$ cat config.mk
export PLATFORM = sky130hd
export DESIGN_NAME = alu8_status
export DESIGN_NICKNAME = d
export VERILOG_FILES = /design/src/rtl/alu_pkg.sv /design/src/rtl/alu_addsub_daa.sv /design/src/rtl/alu_logic_rot.sv /design/src/rtl/alu_status_reg.sv /design/src/rtl/alu8_status.sv
export SDC_FILE = /design/constraint.sdc
export NUM_CORES = 1
export LEC_CHECK = 0
export ABC_AREA = 0
export BUFFER_PORTS_ARGS = -buffer_cell sky130_fd_sc_hd__buf_4
export CORE_MARGIN = 2
export CORE_UTILIZATION = 51
export DETAILED_ROUTE_END_ITERATION = 8
export MAX_ROUTING_LAYER = met4
export PLACE_DENSITY = 0.87
export SLEW_MARGIN = 20
export SYNTH_ARGS = -nofsm -noshare
export SYNTH_HDL_FRONTEND = slang
export SYNTH_HIERARCHICAL = 1
export SYNTH_SLANG_ARGS = --single-unit
$ cat constraint.sdc
create_clock -name clk -period 3.1 [get_ports clk]
set_input_delay 0.31 -clock clk [delete_from_list [all_inputs] [get_ports clk]]
set_output_delay 0.31 -clock clk [all_outputs]
set_load 0.02 [all_outputs]
$ cat src/rtl/alu_pkg.sv
package alu_pkg;

   typedef enum logic [3:0] {
      OP_ADD = 4'd0,
      OP_ADC = 4'd1,
      OP_SUB = 4'd2,
      OP_SBC = 4'd3,
      OP_DAA = 4'd4,
      OP_AND = 4'd5,
      OP_OR  = 4'd6,
      OP_XOR = 4'd7,
      OP_CPL = 4'd8,
      OP_RL  = 4'd9,
      OP_RR  = 4'd10,
      OP_RLC = 4'd11,
      OP_RRC = 4'd12,
      OP_INC = 4'd13,
      OP_DEC = 4'd14,
      OP_RSV = 4'd15
   } alu_op_e;

   // status byte layout, decoded by the core around this block
   localparam int ST_C   = 0;
   localparam int ST_AC  = 1;
   localparam int ST_Z   = 2;
   localparam int ST_OV  = 3;
   localparam int ST_PDF = 4;
   localparam int ST_TO  = 5;

   localparam int NIB_W  = 4;
   localparam int COND_W = 4;

   // condition flags in their status-bit order
   typedef struct packed {
      logic ov;
      logic z;
      logic ac;
      logic c;
   } cond_flags_t;

endpackage

$ cat src/rtl/alu_addsub_daa.sv
module alu_addsub_daa
   import alu_pkg::*;
#(
   parameter int DATA_W  = 8,
   parameter bit HAS_DAA = 1'b1
) (
   input  logic [DATA_W-1:0] a,
   input  logic [DATA_W-1:0] b,
   input  alu_op_e           op,
   input  logic              c_in,
   input  logic              ac_in,
   output logic [DATA_W-1:0] res,
   output logic              c_out,
   output logic              ac_out,
   output logic              ov_out
);

   localparam int LOW_W = DATA_W - 1;

   logic              is_sub;
   logic              cin;
   logic [DATA_W-1:0] b_eff;
   logic [NIB_W:0]    nib_sum;
   logic [LOW_W:0]    low_sum;
   logic [DATA_W:0]   full_sum;
   logic [DATA_W-1:0] daa_res;
   logic              daa_c;

   always_comb begin
      is_sub = (op == OP_SUB) || (op == OP_SBC);
      b_eff  = is_sub ? ~b : b;
      case (op)
         OP_ADD:  cin = 1'b0;
         OP_SUB:  cin = 1'b1;
         default: cin = c_in;
      endcase
   end

   assign nib_sum  = {1'b0, a[NIB_W-1:0]} + {1'b0, b_eff[NIB_W-1:0]} + {{NIB_W{1'b0}}, cin};
   assign low_sum  = {1'b0, a[LOW_W-1:0]} + {1'b0, b_eff[LOW_W-1:0]} + {{LOW_W{1'b0}}, cin};
   assign full_sum = {1'b0, a} + {1'b0, b_eff} + {{DATA_W{1'b0}}, cin};

   generate
      if (HAS_DAA) begin : g_daa
         if (DATA_W != 8) begin : g_daa_width_bad
            $error("decimal adjust needs an 8-bit datapath");
         end
         logic       adj_lo;
         logic       adj_hi;
         logic [8:0] step1;
         logic [8:0] step2;
         always_comb begin
            adj_lo  = (a[3:0] > 4'd9) || ac_in;
            step1   = {1'b0, a} + (adj_lo ? 9'h006 : 9'h000);
            adj_hi  = (step1[7:4] > 4'd9) || c_in;
            step2   = {1'b0, step1[7:0]} + (adj_hi ? 9'h060 : 9'h000);
            daa_res = step2[7:0];
            daa_c   = c_in | step1[8] | step2[8];
         end
      end else begin : g_no_daa
         assign daa_res = a;
         assign daa_c   = c_in;
      end
   endgenerate

   assign res    = (op == OP_DAA) ? daa_res : full_sum[DATA_W-1:0];
   assign c_out  = (op == OP_DAA) ? daa_c   : full_sum[DATA_W];
   assign ac_out = nib_sum[NIB_W];
   assign ov_out = low_sum[LOW_W] ^ full_sum[DATA_W];

endmodule

$ cat src/rtl/alu_logic_rot.sv
module alu_logic_rot
   import alu_pkg::*;
#(
   parameter int DATA_W = 8
) (
   input  logic [DATA_W-1:0] a,
   input  logic [DATA_W-1:0] b,
   input  alu_op_e           op,
   input  logic              c_in,
   output logic [DATA_W-1:0] res,
   output logic              c_out
);

   localparam logic [DATA_W-1:0] ONE = {{(DATA_W-1){1'b0}}, 1'b1};

   always_comb begin
      c_out = c_in;
      case (op)
         OP_AND:  res = a & b;
         OP_OR:   res = a | b;
         OP_XOR:  res = a ^ b;
         OP_CPL:  res = ~a;
         OP_RL:   res = {a[DATA_W-2:0], a[DATA_W-1]};
         OP_RR:   res = {a[0], a[DATA_W-1:1]};
         OP_RLC: begin
            res   = {a[DATA_W-2:0], c_in};
            c_out = a[DATA_W-1];
         end
         OP_RRC: begin
            res   = {c_in, a[DATA_W-1:1]};
            c_out = a[0];
         end
         OP_INC:  res = a + ONE;
         OP_DEC:  res = a - ONE;
         default: res = '0;
      endcase
   end

endmodule

$ cat src/rtl/alu_status_reg.sv
module alu_status_reg
   import alu_pkg::*;
(
   input  logic              clk,
   input  logic              rst_n,
   input  logic              upd_en,
   input  logic [COND_W-1:0] upd_mask,
   input  logic [COND_W-1:0] upd_val,
   input  logic              wr_en,
   input  logic [COND_W-1:0] wr_data,
   input  logic              ev_pwrup,
   input  logic              ev_halt,
   input  logic              ev_clrwdt,
   input  logic              ev_wdtovf,
   output logic [7:0]        status
);

   logic [COND_W-1:0] cond_q;
   logic              pdf_q;
   logic              to_q;

   always_ff @(posedge clk or negedge rst_n) begin
      if (!rst_n) begin
         cond_q <= '0;
      end else if (wr_en) begin
         cond_q <= wr_data;
      end else if (upd_en) begin
         cond_q <= (cond_q & ~upd_mask) | (upd_val & upd_mask);
      end
   end

   always_ff @(posedge clk or negedge rst_n) begin
      if (!rst_n) begin
         pdf_q <= 1'b0;
         to_q  <= 1'b0;
      end else if (ev_pwrup) begin
         pdf_q <= 1'b0;
         to_q  <= 1'b0;
      end else begin
         if (ev_halt)        pdf_q <= 1'b1;
         else if (ev_clrwdt) pdf_q <= 1'b0;
         if (ev_wdtovf)                 to_q <= 1'b1;
         else if (ev_halt || ev_clrwdt) to_q <= 1'b0;
      end
   end

   assign status = {2'b00, to_q, pdf_q, cond_q};

   a_r8_cond_hold: assert property (@(posedge clk) disable iff (!rst_n)
      (!upd_en && !wr_en) |=> $stable(status[COND_W-1:0]));

   a_r9_write_wins: assert property (@(posedge clk) disable iff (!rst_n)
      wr_en |=> status[COND_W-1:0] == $past(wr_data));

   a_r9_write_spares_sys: assert property (@(posedge clk) disable iff (!rst_n)
      (wr_en && !ev_pwrup && !ev_halt && !ev_clrwdt && !ev_wdtovf) |=> $stable(status[ST_TO:ST_PDF]));

   a_r10_pwrup_clears: assert property (@(posedge clk) disable iff (!rst_n)
      ev_pwrup |=> (status[ST_PDF] == 1'b0) && (status[ST_TO] == 1'b0));

   a_r10_halt_sets_pdf: assert property (@(posedge clk) disable iff (!rst_n)
      (ev_halt && !ev_pwrup) |=> status[ST_PDF]);

   a_r11_wdt_sets_to: assert property (@(posedge clk) disable iff (!rst_n)
      (ev_wdtovf && !ev_pwrup) |=> status[ST_TO]);

endmodule

$ cat src/rtl/alu8_status.sv
module alu8_status
   import alu_pkg::*;
#(
   parameter int DATA_W  = 8,
   parameter bit HAS_DAA = 1'b1
) (
   input  logic              clk,
   input  logic              rst_n,
   input  logic [DATA_W-1:0] op_a,
   input  logic [DATA_W-1:0] op_b,
   input  logic [3:0]        opcode,
   input  logic              flag_en,
   input  logic              st_wr,
   input  logic [7:0]        st_wdata,
   input  logic              ev_pwrup,
   input  logic              ev_halt,
   input  logic              ev_clrwdt,
   input  logic              ev_wdtovf,
   output logic [DATA_W-1:0] result,
   output logic              res_zero,
   output logic [7:0]        status
);

   generate
      if ((DATA_W < 8) || ((DATA_W % NIB_W) != 0)) begin : g_width_bad
         $error("DATA_W must be a multiple of 4 and at least 8");
      end
   endgenerate

   alu_op_e           op;
   logic [DATA_W-1:0] ar_res;
   logic              ar_c;
   logic              ar_ac;
   logic              ar_ov;
   logic [DATA_W-1:0] lg_res;
   logic              lg_c;
   logic [COND_W-1:0] upd_mask;
   cond_flags_t       upd_val;
   logic              wdata_unused;

   assign op           = alu_op_e'(opcode);
   assign wdata_unused = ^st_wdata[7:COND_W];

   alu_addsub_daa #(.DATA_W(DATA_W), .HAS_DAA(HAS_DAA)) u_arith (
      .a      (op_a),
      .b      (op_b),
      .op     (op),
      .c_in   (status[ST_C]),
      .ac_in  (status[ST_AC]),
      .res    (ar_res),
      .c_out  (ar_c),
      .ac_out (ar_ac),
      .ov_out (ar_ov)
   );

   alu_logic_rot #(.DATA_W(DATA_W)) u_logic (
      .a     (op_a),
      .b     (op_b),
      .op    (op),
      .c_in  (status[ST_C]),
      .res   (lg_res),
      .c_out (lg_c)
   );

   always_comb begin
      case (op)
         OP_ADD, OP_ADC, OP_SUB, OP_SBC, OP_DAA: result = ar_res;
         default:                                result = lg_res;
      endcase
   end

   assign res_zero = (result == '0);

   always_comb begin
      upd_val    = cond_flags_t'(status[COND_W-1:0]);
      upd_val.z  = res_zero;
      case (op)
         OP_ADD, OP_ADC, OP_SUB, OP_SBC: begin
            upd_mask   = 4'b1111;
            upd_val.c  = ar_c;
            upd_val.ac = ar_ac;
            upd_val.ov = ar_ov;
         end
         OP_DAA: begin
            upd_mask  = 4'b0101;
            upd_val.c = ar_c;
         end
         OP_RLC, OP_RRC: begin
            upd_mask  = 4'b0001;
            upd_val.c = lg_c;
         end
         OP_RL, OP_RR, OP_RSV: upd_mask = 4'b0000;
         default:              upd_mask = 4'b0100;
      endcase
   end

   alu_status_reg u_status (
      .clk       (clk),
      .rst_n     (rst_n),
      .upd_en    (flag_en),
      .upd_mask  (upd_mask),
      .upd_val   (upd_val),
      .wr_en     (st_wr),
      .wr_data   (st_wdata[COND_W-1:0]),
      .ev_pwrup  (ev_pwrup),
      .ev_halt   (ev_halt),
      .ev_clrwdt (ev_clrwdt),
      .ev_wdtovf (ev_wdtovf),
      .status    (status)
   );

   logic z_tracked;
   assign z_tracked = !(opcode inside {4'd9, 4'd10, 4'd11, 4'd12, 4'd15});

   a_r4_z_from_result: assert property (@(posedge clk) disable iff (!rst_n)
      (flag_en && !st_wr && z_tracked) |=> status[ST_Z] == $past(res_zero));

   a_r7_plain_rot_no_flags: assert property (@(posedge clk) disable iff (!rst_n)
      (flag_en && !st_wr && (opcode == 4'd9 || opcode == 4'd10)) |=> $stable(status[COND_W-1:0]));

   a_r13_reserved_quiet: assert property (@(posedge clk) disable iff (!rst_n)
      (!st_wr && opcode == 4'd15) |=> $stable(status[COND_W-1:0]));

   a_r6_logic_keeps_carry: assert property (@(posedge clk) disable iff (!rst_n)
      (!st_wr && opcode inside {4'd5, 4'd6, 4'd7, 4'd8, 4'd13, 4'd14})
      |=> $stable(status[ST_C]) && $stable(status[ST_AC]) && $stable(status[ST_OV]));

endmodule

* Word-level counts from Yosys, hierarchy flattened *
Index checks and enable logic that the tools add are counted.

storage, ports and cells
  logic and storage cells = 76
  flip-flop bits (word level) = 6
  output and inout port bits = 17
  input bits = 36

cells by class
  multiplexer cells = 21
  bitwise operators = 12
  add/sub/neg operators = 10
  magnitude comparators = 2
  equality and inequality tests = 15
  reductions and logical operators = 13

operators by type and width
  cell                                                                    number
  8-bit one-hot mux with 10 select lines                                  1
  4-bit equality test (second input constant)                             8
  8-bit two-way mux                                                       3
  8-bit by 9-bit adder with 9-bit output                                  2
  4-bit by 3-bit equality test with 1-bit output (second input constant)  4
  8-bit NOT                                                               2
  4-bit one-hot mux with 4 select lines                                   1
  8-bit by 8-bit adder with 9-bit output                                  1
  9-bit by 1-bit adder with 9-bit output                                  1
  1-bit two-way mux                                                       9
  7-bit by 7-bit adder with 8-bit output                                  1
  8-bit by 1-bit adder with 8-bit output                                  1
  8-bit by 1-bit adder with 8-bit output (second input constant)          1
  4-bit AND                                                               2
  8-bit AND                                                               1
  4-bit by 2-bit equality test with 1-bit output (second input constant)  2
  4-bit > comparator (second input constant)                              2
  8-bit logical NOT                                                       1
  4-bit two-way mux                                                       2
  8-bit bitwise OR                                                        1
  8-bit by 1-bit subtractor with 8-bit output (second input constant)     1
  8-bit bitwise XOR                                                       1
  7-bit two-way mux                                                       1
  1-bit one-hot mux with 2 select lines                                   3
  other kinds (16)                                                        21

* Logic depth before layout (Yosys ltp) *
  word-level depth = 15
  mapped depth = 19
  mapped depth without buffers = 19

* Cells and area by module *
Netlist, hierarchy kept.

modules (own cells, without submodules)
  module          instances  area each (um^2)  seq. area each (um^2)  cells each
  alu_logic_rot   1          1116.1            0.0                    166
  alu_addsub_daa  1          834.6             0.0                    116
  alu_status_reg  1          331.6             150.1                  33
  alu8_status     1          256.5             0.0                    29

* Worst setup path after synthesis *
Ideal clock, no wire load.

  kind = register to register
  start point = register (tool-made name)
  end point = register (tool-made name)
  clock period less this slack = 3.612 ns
  setup time = 0.066 ns
  path slack = -0.512 ns
  data arrival time = 3.546 ns
  buffers on the path = 0
  stages on the path, launching flop included = 19
  required time = 3.034 ns
  path through = dfrtp_1 > nand2b_1 > ha_1 > fa_1 > nand3_1 > xnor2_1 > nand2b_1 > a21o_1 > ha_1 > ha_1 > inv_1 > nand4_1 > o2bb2ai_1 > a21oi_1 > nor4_1 > nand2_1 > mux2i_1 > and3_1 > o31a_1

==> impl_metrics.toml <==
[power_and_ir_drop]
peakVddDrop_v = 0.000532
powerDensity_nw_per_um2 = 264
p_leak_nw = 1.65

[place]
numPortBuffers = 46
dp_hpwl_mm = 6.57
dpl_cell_area_um2 = 3340
gp_congestion = 1.04

[die]
num_rows = 25
placeableCoreArea_um2 = 4750
initial_core_util = 0.534
die_w_um = 74.6
pin_count = 53
die_y_um = 74.6
dieArea_um2 = 5560

[logic_synthesis]
synth_xor_area_frac = 0.0793
synth-adder-area-share = 0.162
syn_area_um2 = 2540
yosysSeqAreaShare = 0.0591
muxShareOfSynthArea = 0.0793
synth_cell_types = 73
ys_seq_elements = 6
synth-edff-count = 0
synthCells = 344
synth_simple_gate_area_share = 0.273
ys_warn_count = 6
synth_area_per_cell_um2 = 7.38
yosys_most_used_dff = "dfrtp_1"
synth_compound_area_frac = 0.256
synth_top_family_by_area = "simple AND/OR/NAND/NOR gates"
synthArstFlopShare = 1.00

[final_layout]
nNetsFinal = 508
antenna_cells = 0
layout_commonest_cell = "buf_4"
fillers = 364
seq_area_um2 = 151
syn_to_final_growth_pct = 41.6
final_cell_mix = "buf_4, inv_1, ha_1, nand2_1"
drive_above_1_share = 0.386
multi_input_area_um2 = 2340
final_cell_area_um2 = 3590

[global_route]
grt_usage = 0.347
grt_pass1_wl_mm = 14.4
grt_pass1_vias = 2937
antenna_found_initial = 0
grt_remaining_overflow = 0
grt_start_max_net_pins = 35

[setup_path]
path_max_fanout = 3
r2r_slack_ns = -0.39
setup.worst_path.start_class = "flop"
ff2ff_path_depth = 20
cp.arrival_ns = 3.59
worstPathRequired_ns = 3.21
cp-end-kind = "flop"
critPathKind = "reg -> reg"

[sta]
setup_ws_ns = -0.385
hold_violations = 0
slew_violations = 0
timing.final.crit_period_ns = 3.49
finClkSkew_ns = 0.00214
rsz0062_at_grt = "true"
fmax_mhz = 287
timing.final.crit_share = 1.12
tns_ns = -1.74
setup_viol = 6

[detailed_routing]
drt_first_pass_iters = 6
avgViaCountPerCell = 6.22
vias = 3155
routed_wl_mm = 9.53
wl_per_cell_um = 18.8
drtIter0Drc = 330
drc = 0
ant_nets = 0

[min_path]
hold_class = "in -> reg"

[outcome]
violations = "setup timing"
status = "finished with violations"

[run]
max-cap-violations = 0

[clocking]
cts_buffer_depth = 2
clk_pin_slew_ns = 0.04
clockRootBuffer = "clkbuf_8"
htree_levels = 1
cts.sink_count = 6
cts_tree = "yes"
clock_latency_ns = 0.22
cts_buffers = 3
[kinds of logic after synthesis]
kind of cell               after synthesis
and+or+nand+nor                        122
other                                    1
buffers and inverters                   49
adders and majority gates               31
AOI/OAI and AO/OA                       94
muxes                                   18
xor gates and xnor gates                23
DFF                                      6
[routing by layer]
layer	up-vias	global-route usage	share of wire
met5	-	-	0
met4	0	0.0754	0.018
met3	26	0.0569	0.096
met2	223	0.577	0.49
met1	1466	0.442	0.40
li1	1440	-	-
[synth_stat cells (6+ instances only)]
cell type  instances  area, µm²
nand3_1           13       65.1
nand2_1           23       86.3
mux2_2            11        124
buf_2              8       40.0
nor2_1            21       78.8
dfrtp_1            6        150
o21ai_0           16       80.1
inv_1             28        105
nand2b_1          17        106
xnor2_1           12        105
nor3_1             6       30.0
ha_1              28        350
a21oi_1           23        115
xor2_1            11       96.3
[what timing repair did]
action | in CTS | in global routing
setup endpoints to repair | 8 | 8
pin swaps | 9 | 4
buffers inserted | 6 | 3
hold endpoints to repair | 6 | 0
hold buffers | 1 | 0
resized for setup | 14 | 18
[worst max-delay path: stages (launching register included)]
cell and delay (ns):
dfrtp_2 0.42, nand2b_4 0.16, ha_4 0.17, fa_2 0.39
nand3_2 0.09, xnor2_2 0.07, nand2b_1 0.14, a21o_1 0.21
ha_4 0.18, ha_4 0.15, inv_2 0.05, nand3_2 0.06
o2bb2ai_2 0.13, a21oi_2 0.17, nor4_2 0.06, nand2_1 0.11
mux2i_4 0.09, buf_4 0.15, buf_6 0.10, and3_4 0.17
o31a_1 0.28
[worst min-delay path by stage]
stage | start | end | slack [ns] | cells past startpoint
global placement | rst_n | u_status/to_q | 0.12 | 1
finish | ev_pwrup | u_status/to_q | 0.25 | 2
CTS | ev_pwrup | u_status/pdf_q | 0.26 | 2
detailed placement | rst_n | u_status/to_q | 0.12 | 1
floorplan | rst_n | async pin | 0.01 | 0
global route | ev_pwrup | u_status/to_q | 0.25 | 2
[where the power goes]
group | switching (mW) | internal (mW) | leakage (nW)
logic | 0.378 | 0.351 | 1.55
clock network | 0.0386 | 0.0889 | 0.0228
registers | 0.00649 | 0.0861 | 0.0702
total | 0.423 | 0.526 | 1.65
[per-stage QoR]
step | total power [mW] | utilization | setup WS, ns | instances | hold WS, ns
after floorplan | 0.464 | - | -0.0850 | 345 | 0.0144
after global placement | 0.719 | 0.703 | -0.308 | 495 | 0.120
after detailed placement | 0.735 | 0.703 | -0.423 | 495 | 0.124
after CTS | 0.899 | 0.737 | -0.420 | 506 | 0.260
after global routing | 0.999 | 0.756 | -0.510 | 507 | 0.249
final | 0.949 | 0.756 | -0.385 | 507 | 0.253
[area by class of cell]
cell class                 instances  area share
multi-input combinational        290       0.652
timing repair buffer             111       0.240
sequential                         6      0.0421
inverter                          29      0.0303
tap                               67      0.0233
clock buffer                       4      0.0125
(Power assumes the default switching activity.)
